$ cat src/rtl/instate_pkg.sv
package instate_pkg;
    localparam int NUM_IN  = 8;
    localparam int NUM_PAR = NUM_IN / 2;
    localparam int FRAME_W = NUM_IN + NUM_PAR + 4;

    typedef struct packed {
        logic [FRAME_W-1:0] shreg;
        logic               mosi_cap;
        logic               short_mode;
        logic               oe;
        logic               cs_p;
        logic               sck_p;
    } shift_state_t;
endpackage

$ cat src/rtl/instate_sync.sv
module instate_sync #(
    parameter int          WIDTH   = 3,
    parameter int          STAGES  = 2,
    parameter logic [WIDTH-1:0] RST_VAL = '0
) (
    input  logic             clk,
    input  logic             rst_n,
    input  logic [WIDTH-1:0] async_i,
    output logic [WIDTH-1:0] sync_o
);
    logic [WIDTH-1:0] stage_q [STAGES];

    generate
        for (genvar s = 0; s < STAGES; s++) begin : g_stage
            always_ff @(posedge clk or negedge rst_n) begin
                if (!rst_n) begin
                    stage_q[s] <= RST_VAL;
                end else if (s == 0) begin
                    stage_q[s] <= async_i;
                end else begin
                    stage_q[s] <= stage_q[(s == 0) ? 0 : s-1];
                end
            end
        end
    endgenerate

    assign sync_o = stage_q[STAGES-1];
endmodule

$ cat src/rtl/instate_framer.sv
module instate_framer
    import instate_pkg::*;
(
    input  logic [NUM_IN-1:0]  in_state,
    input  logic               uv_alarm,
    input  logic               ot_alarm,
    output logic [FRAME_W-1:0] frame_o
);
    logic [NUM_PAR-1:0] par;

    generate
        for (genvar k = 0; k < NUM_PAR; k++) begin : g_par
            assign par[k] = ~(in_state[k] ^ in_state[k+NUM_PAR]);
        end
    endgenerate

    logic [NUM_PAR-1:0] par_rev;
    always_comb begin
        for (int k = 0; k < NUM_PAR; k++) begin
            par_rev[NUM_PAR-1-k] = par[k];
        end
    end

    assign frame_o = {in_state, ~uv_alarm, ~ot_alarm, par_rev, 1'b0, 1'b1};
endmodule

$ cat src/rtl/instate_shifter.sv
module instate_shifter
    import instate_pkg::*;
(
    input  logic               clk,
    input  logic               rst_n,
    input  logic               cs_s,
    input  logic               sck_s,
    input  logic               mosi_s,
    input  logic               short_i,
    input  logic [FRAME_W-1:0] frame_i,
    output logic               data_o,
    output logic               oe_o
);
    localparam int LOW_W = FRAME_W - NUM_IN;

    shift_state_t st_d, st_q;
    logic cs_fall, sck_rise, sck_fall;

    always_comb begin
        st_d     = st_q;
        cs_fall  = st_q.cs_p & ~cs_s;
        sck_rise = ~st_q.sck_p & sck_s & ~cs_s;
        sck_fall = st_q.sck_p & ~sck_s & ~cs_s;
        st_d.cs_p  = cs_s;
        st_d.sck_p = sck_s;
        st_d.oe    = ~cs_s;
        if (cs_fall) begin
            st_d.shreg      = frame_i;
            st_d.short_mode = short_i;
        end else if (sck_rise) begin
            st_d.mosi_cap = mosi_s;
        end else if (sck_fall) begin
            if (st_q.short_mode) begin
                st_d.shreg[FRAME_W-1:LOW_W] = {st_q.shreg[FRAME_W-2:LOW_W], st_q.mosi_cap};
            end else begin
                st_d.shreg = {st_q.shreg[FRAME_W-2:0], st_q.mosi_cap};
            end
        end
    end

    always_ff @(posedge clk or negedge rst_n) begin
        if (!rst_n) begin
            st_q       <= '0;
            st_q.cs_p  <= 1'b1;
        end else begin
            st_q <= st_d;
        end
    end

    assign data_o = st_q.shreg[FRAME_W-1];
    assign oe_o   = st_q.oe;


    load_chk: assert property (@(posedge clk) disable iff (!rst_n)
        cs_fall |=> (st_q.shreg == $past(frame_i)) && oe_o);


    shift_chk: assert property (@(posedge clk) disable iff (!rst_n)
        (sck_fall && !cs_fall && !st_q.short_mode) |=>
            (st_q.shreg[FRAME_W-1:1] == $past(st_q.shreg[FRAME_W-2:0]))
            && (st_q.shreg[0] == $past(st_q.mosi_cap)));


    short_low_chk: assert property (@(posedge clk) disable iff (!rst_n)
        (sck_fall && !cs_fall && st_q.short_mode) |=> $stable(st_q.shreg[LOW_W-1:0]));


    idle_chk: assert property (@(posedge clk) disable iff (!rst_n)
        cs_s |=> !oe_o);
endmodule

$ cat src/rtl/instate_spi_reporter.sv
module instate_spi_reporter
    import instate_pkg::*;
#(
    parameter int SYNC_STAGES = 2
) (
    input  logic              clk,
    input  logic              rst_n,
    input  logic              cs_n,
    input  logic              sck,
    input  logic              mosi,
    input  logic              frame16,
    input  logic              pwr_good,
    input  logic [NUM_IN-1:0] in_state,
    input  logic              uv_alarm,
    input  logic              ot_alarm,
    output logic              miso,
    output logic              miso_n,
    output logic              miso_oe
);
    logic [2:0]         pins_s;
    logic [FRAME_W-1:0] frame;
    logic               sh_data;

    instate_sync #(.WIDTH(3), .STAGES(SYNC_STAGES), .RST_VAL(3'b100)) sync_i (
        .clk    (clk),
        .rst_n  (rst_n),
        .async_i({cs_n, sck, mosi}),
        .sync_o (pins_s)
    );

    instate_framer framer_i (
        .in_state(in_state),
        .uv_alarm(uv_alarm),
        .ot_alarm(ot_alarm),
        .frame_o (frame)
    );

    instate_shifter shifter_i (
        .clk    (clk),
        .rst_n  (rst_n),
        .cs_s   (pins_s[2]),
        .sck_s  (pins_s[1]),
        .mosi_s (pins_s[0]),
        .short_i(~frame16),
        .frame_i(frame),
        .data_o (sh_data),
        .oe_o   (miso_oe)
    );

    assign miso   = pwr_good & sh_data;
    assign miso_n = ~miso;


    pwr_loss_chk: assert property (@(posedge clk) disable iff (!rst_n)
        (!pwr_good && miso_oe) |-> (!miso && miso_n));
endmodule

$ cat config.mk
export PLATFORM = sky130hd
export DESIGN_NAME = instate_spi_reporter
export DESIGN_NICKNAME = d
export VERILOG_FILES = /design/src/rtl/instate_pkg.sv /design/src/rtl/instate_sync.sv /design/src/rtl/instate_framer.sv /design/src/rtl/instate_shifter.sv /design/src/rtl/instate_spi_reporter.sv
export SDC_FILE = /design/constraint.sdc
export NUM_CORES = 1
export LEC_CHECK = 0
export BUFFER_PORTS_ARGS = -buffer_cell sky130_fd_sc_hd__buf_2
export CORE_ASPECT_RATIO = 1.4
export CORE_MARGIN = 4
export CORE_UTILIZATION = 55
export DETAILED_ROUTE_END_ITERATION = 6
export PLACE_DENSITY_LB_ADDON = 0.08
export SLEW_MARGIN = 15
export SYNTH_ARGS = -nofsm -noshare
export SYNTH_HDL_FRONTEND = slang
export SYNTH_HIERARCHICAL = 1
export SYNTH_SLANG_ARGS = --single-unit
$ cat constraint.sdc
create_clock -name clk -period 1.93 [get_ports clk]
set_input_delay 0.0965 -clock clk [delete_from_list [all_inputs] [get_ports clk]]
set_output_delay 0.0965 -clock clk [all_outputs]
set_load 0.01 [all_outputs]
After elaboration in Yosys (flattened, before gate mapping)
Cells that the tools add are included.
W data, S select, Z words.
{"block": "word_totals", "ff_bits": 27, "output_inout_bits": 3}
{"block": "classes", "eq_ne": 2, "muxes": 5, "bitwise": 22, "reduce_logical": 4}
{"operator": "$mux W16", "count": 3}
{"operator": "$not A1 Y1", "count": 12}
{"operator": "$mux W8", "count": 1}
{"operator": "$and A1 B1 Y1", "count": 6}
{"operator": "$reduce_and A2 Y1", "count": 2}
{"operator": "$xor A1 B1 Y1", "count": 4}
{"operator": "$reduce_and A3 Y1", "count": 1}
{"operator": "$ne A2 B1 Y1 const B", "count": 1}
{"operator": "$ne A2 B2 Y1 const B", "count": 1}
{"operator": "$reduce_bool A2 Y1", "count": 1}
{"operator": "$mux W1", "count": 1}

Longest topological paths before layout
{"block": "logic_depth", "depth_word": 6, "depth_mapped": 6, "depth_no_buf": 3}

Modules after synthesis
The synthesis kept the hierarchy.
{"module": "instate_shifter", "instances": 1, "cells_each": 66, "area_per_inst_um2": 1007.2, "seq_area_each_um2": 526.8}
{"module": "instate_sync", "instances": 1, "cells_each": 9, "area_per_inst_um2": 175.2, "seq_area_each_um2": 152.6}
{"module": "instate_framer", "instances": 1, "cells_each": 18, "area_per_inst_um2": 125.1, "seq_area_each_um2": 0.0}
{"module": "instate_spi_reporter", "instances": 1, "cells_each": 3, "area_per_inst_um2": 13.8, "seq_area_each_um2": 0.0}

Least setup slack after synthesis
Ideal clock, no wire load.
{"block": "synth_path", "path_kind": "reg2reg", "from": "reg sync_i.stage_q, in the netlist sync_i/sync_o[2]", "to": "reg shifter_i.st_q, in the netlist shifter_i/data_o", "setup_ps": 125, "t_arrival_ps": 1550, "required_time_ps": 1805, "path_slack_ps": 255, "stages_incl_launch_ff": 7, "path_cell_list": "dfstp_2 > buf_4 > nand2b_1 > buf_6 > buf_8 > mux2_2 > mux2_2"}
{"block": "synth_between", "elab_chain_cells": 4, "word_cells_on_any_way": 8, "classes_between": "1 x eq/ne; 1 x mux; 4 x bitwise; 2 x reduce/logical"}
{"element": "start, declared", "line_no": "instate_sync.sv:11", "rtl": "logic [WIDTH-1:0] stage_q [STAGES];"}
{"element": "start signal, assigned by index", "line_no": "instate_sync.sv:19", "rtl": "stage_q[s] <= async_i;"}
{"element": "start signal, assigned by index", "line_no": "instate_sync.sv:21", "rtl": "stage_q[s] <= stage_q[(s == 0) ? 0 : s-1];"}
{"element": "$not A1 Y1 (*)", "line_no": "instate_shifter.sv:21, instate_shifter.sv:22, instate_shifter.sv:23"}
{"element": "$and A1 B1 Y1, on equally long branches", "line_no": "instate_shifter.sv:22, instate_shifter.sv:21, instate_shifter.sv:23"}
{"element": "$ne A2 B1 Y1 (no line) / $reduce_bool A2 Y1 (equally long branches)"}
{"element": "$reduce_and A2 Y1 (no line)"}
{"element": "end signal, assigned", "line_no": "instate_shifter.sv:46", "rtl": "st_q <= st_d;"}
{"element": "end, declared", "line_no": "instate_shifter.sv:16", "rtl": "shift_state_t st_d, st_q;"}
Mark *: on every way between the ends. The rest lies on a longest branch, timed or not.
A chain may end at the register's enable or synchronous reset.

Final worst setup path
{"block": "layout_path", "from": "reg shifter_i/st_q[3] (netlist bit)", "to": "reg shifter_i/st_q[10] (netlist bit)"}
{"block": "layout_between", "elab_chain_cells": 2}
{"element": "$ne A2 B2 Y1 (no line)"}
{"element": "$reduce_and A3 Y1 (no line)"}
Every way passes these cells.

==> flow_metrics.tcl <==
set metrics [dict create \
    status "finished, final reports clean" \
    die_h_um 66.0 \
    grt_pass1_vias 747 \
    numClockSinks 27 \
    clk_pin_slew_worst_paths_ps 130 \
    grt_use_met3_pct 2.26 \
    finalCritPeriodShare_pct 87.9 \
    cts_max_level 1 \
    antenna_found_initial 0 \
    numCtsBuffers 3 \
    drc 0 \
    rsz0062_at_grt "false" \
    die_area_um2 3260 \
    slew_violations 0 \
    crit_buf_inv 0 \
    syn_nets 113 \
    critPathArrivalTime_ps 1910 \
    postLayoutCoreUtil_pct 63.2 \
    track_usage_pct 12.5 \
    antenna_cells 0 \
    grt-busiest-layer "met2" \
    tightest_slew_ps 586 \
    cap_violations 0 \
    synth_top_area_share_pct 45.5 \
    start_util_pct 59.3 \
    ys.warnings.count 6 \
    die_w_um 49.4 \
    yosys_register_bits 27 \
    powerDensity_nw_per_um2 1020 \
    fin_skew_ps 2.01 \
    drive_gt1_share_pct 58.7 \
    start_kind "flip-flop" \
    vias 674 \
    critPathKind "reg -> reg" \
    ys_types 17 \
    netlist_area_um2 1320 \
    worst_hold_path_type "in -> reg" \
    syn_inst 96 \
    fmax_mhz 590 \
    slowest_delay_ps 410 \
    cts_setup_buffers 0 \
    relSlewSlack_pct 60.9 \
    cts_tree "built" \
    grt_overflow_total 0 \
    layout_min_cycle_time_ps 1700 \
    r2r_setup_slack_ps 230 \
    wire_per_inst_um 13.3 \
    fin_tns_setup_ps 0 \
    setup_violations 0 \
    via_per_inst 5.15 \
    dpl.hpwl_mm 1.28 \
    num_rows 20 \
    grt_max_degree 28 \
    ant_nets 0 \
    dr.pass1.iters 2 \
    syn_to_final_growth_pct 6.53 \
    met1_usage_pct 13.7 \
    drt_iter0_drc 7 \
    synth_area_leaders "dfrtp_1 (45%), mux2_2 (29%), buf_4 (7.4%)" \
    ys_seq_area_share_pct 51.4 \
    cts-resized-gates 0 \
    fillers 190 \
    ctsHoldBuffers 4 \
    use_met2_pct 22.8 \
    cp_top_family "flip-flops" \
    worst_ir_drop_vdd_v 0.000660 \
    cp_slowest_cell "dfrtp_1" \
    finalHoldViolCount 0 \
    critical_path.cell_chain "or3b_1, a21oi_2, mux2_2" \
    io_pins 20 \
    port_buffers 19 \
    insertion_delay_ps 310 \
    drt_wl_total_mm 1.74 \
    power_leakage_nw 0.642 \
    coreArea_um2 2230 \
    synth_top_area_cell "dfrtp_1" \
    nets 127 \
    place_congestion 0.713 \
    worst_setup_path_end_kind "flip-flop" \
    root_buffer "clkbuf_4" \
    cp_data_required_time_ps 2140 \
    max-clock-path-buffers 2 \
    grt_pass1_wl_mm 3.12 \
    synth.avg_cell_area_um2 13.8 \
    crit_fanout 8 \
]
tightest hold or removal path: stages:
cell	delay, ps
buf_2	90
inv_1	40
mux2_2	130
kinds of logic after synthesis:
group / count (synthesis) / share of synthesized area [%]
buf+inv: 20 / 10.8
simple gates: 6 / 3.13
compound gates: 2 / 1.33
mux: 35 / 30.1
other cells: 2 / 0.568
flops: 27 / 51.4
xor+xnor: 4 / 2.65
Yosys cell counts, drive strengths merged:
cell / instances
buf: 15
nand2b: 1
or2b: 1
xnor2: 4
or3b: 1
nand2: 1
dfstp: 3
nor4b: 1
conb: 2
a21oi: 2
mux2: 35
and2: 1
inv: 5
dfrtp: 24
cell usage in the layout, fill, tap and decap left out:
cell type      instances
clkbuf_4               3
mux2_4                 1
mux2_2                34
dlygate4sd3_1          4
buf_2                 19
or3b_1                 1
or2b_1                 1
nor4b_1                1
buf_12                 1
and2_1                 1
clkinv_2               1
dfstp_2                3
nand2b_1               1
conb_1                 2
nand2_1                1
inv_1                  5
a21oi_2                2
dfrtp_1               24
xnor2_1                4
power by group:
part,switching [mW],total [mW],internal (mW)
combinational,0.119,0.389,0.271
sequential,0.0848,0.823,0.738
clock,0.152,0.229,0.0775
total,0.355,1.44,1.09
through the flow:
| stage | hold slack (ps) | instances | setup slack (ps) | area, um2 | total power [mW] |
|---|---|---|---|---|---|
| floorplan | -199 | 96 | 255 | 1320 | 1.14 |
| global placement | 127 | 123 | 268 | 1340 | 1.21 |
| detailed placement | 135 | 123 | 237 | 1340 | 1.23 |
| CTS | 52.7 | 131 | 223 | 1410 | 1.47 |
| global route | 55.2 | 131 | 114 | 1410 | 1.55 |
| finish | 69.1 | 131 | 234 | 1410 | 1.44 |
layout make-up:
| type | instances | area (um2) | share of cell area, % |
|---|---|---|---|
| Sequential cell | 27 | 679 | 48.3 |
| Multi-Input combinational cell | 49 | 499 | 35.5 |
| Timing Repair Buffer | 24 | 155 | 11.0 |
| Tap cell | 22 | 27.5 | 1.96 |
| Clock buffer | 3 | 22.5 | 1.60 |
| Inverter | 5 | 18.8 | 1.33 |
| Clock inverter | 1 | 5.00 | 0.356 |
state kept, by name, indices dropped and copies added, names as in the netlist:
register	flops
shifter_i/st_q	19
sync_i/stage_q	3
sync_i/sync_o	3
shifter_i/data_o	1
shifter_i/oe_o	1
metal layers:
metal | vias to the layer above | routed length, um | part of all wire, %
li1 | 334 | - | -
met1 | 321 | 738 | 42
met2 | 15 | 891 | 51
met3 | 4 | 79 | 4.5
met4 | 0 | 31 | 1.8
met5 | - | 0 | 0
path summary, 6_finish.rpt:
| check | startpoint | to | depth (start not counted) |
|---|---|---|---|
| max | shifter_i/st_q[3] | shifter_i/st_q[10] | 3 |
| min | frame16 | shifter_i/st_q[3] | 3 |
| max reg2reg | shifter_i/st_q[3] | shifter_i/st_q[10] | 3 |
| min reg2reg | sync_i/stage_q[4] | sync_i/sync_o[1] | 0 |
| max in group asynchronous | rst_n | shifter_i/data_o | 2 |
| min in group asynchronous | rst_n | shifter_i/st_q[4] | 2 |
Note: power is estimated with default switching activity, not from simulation.
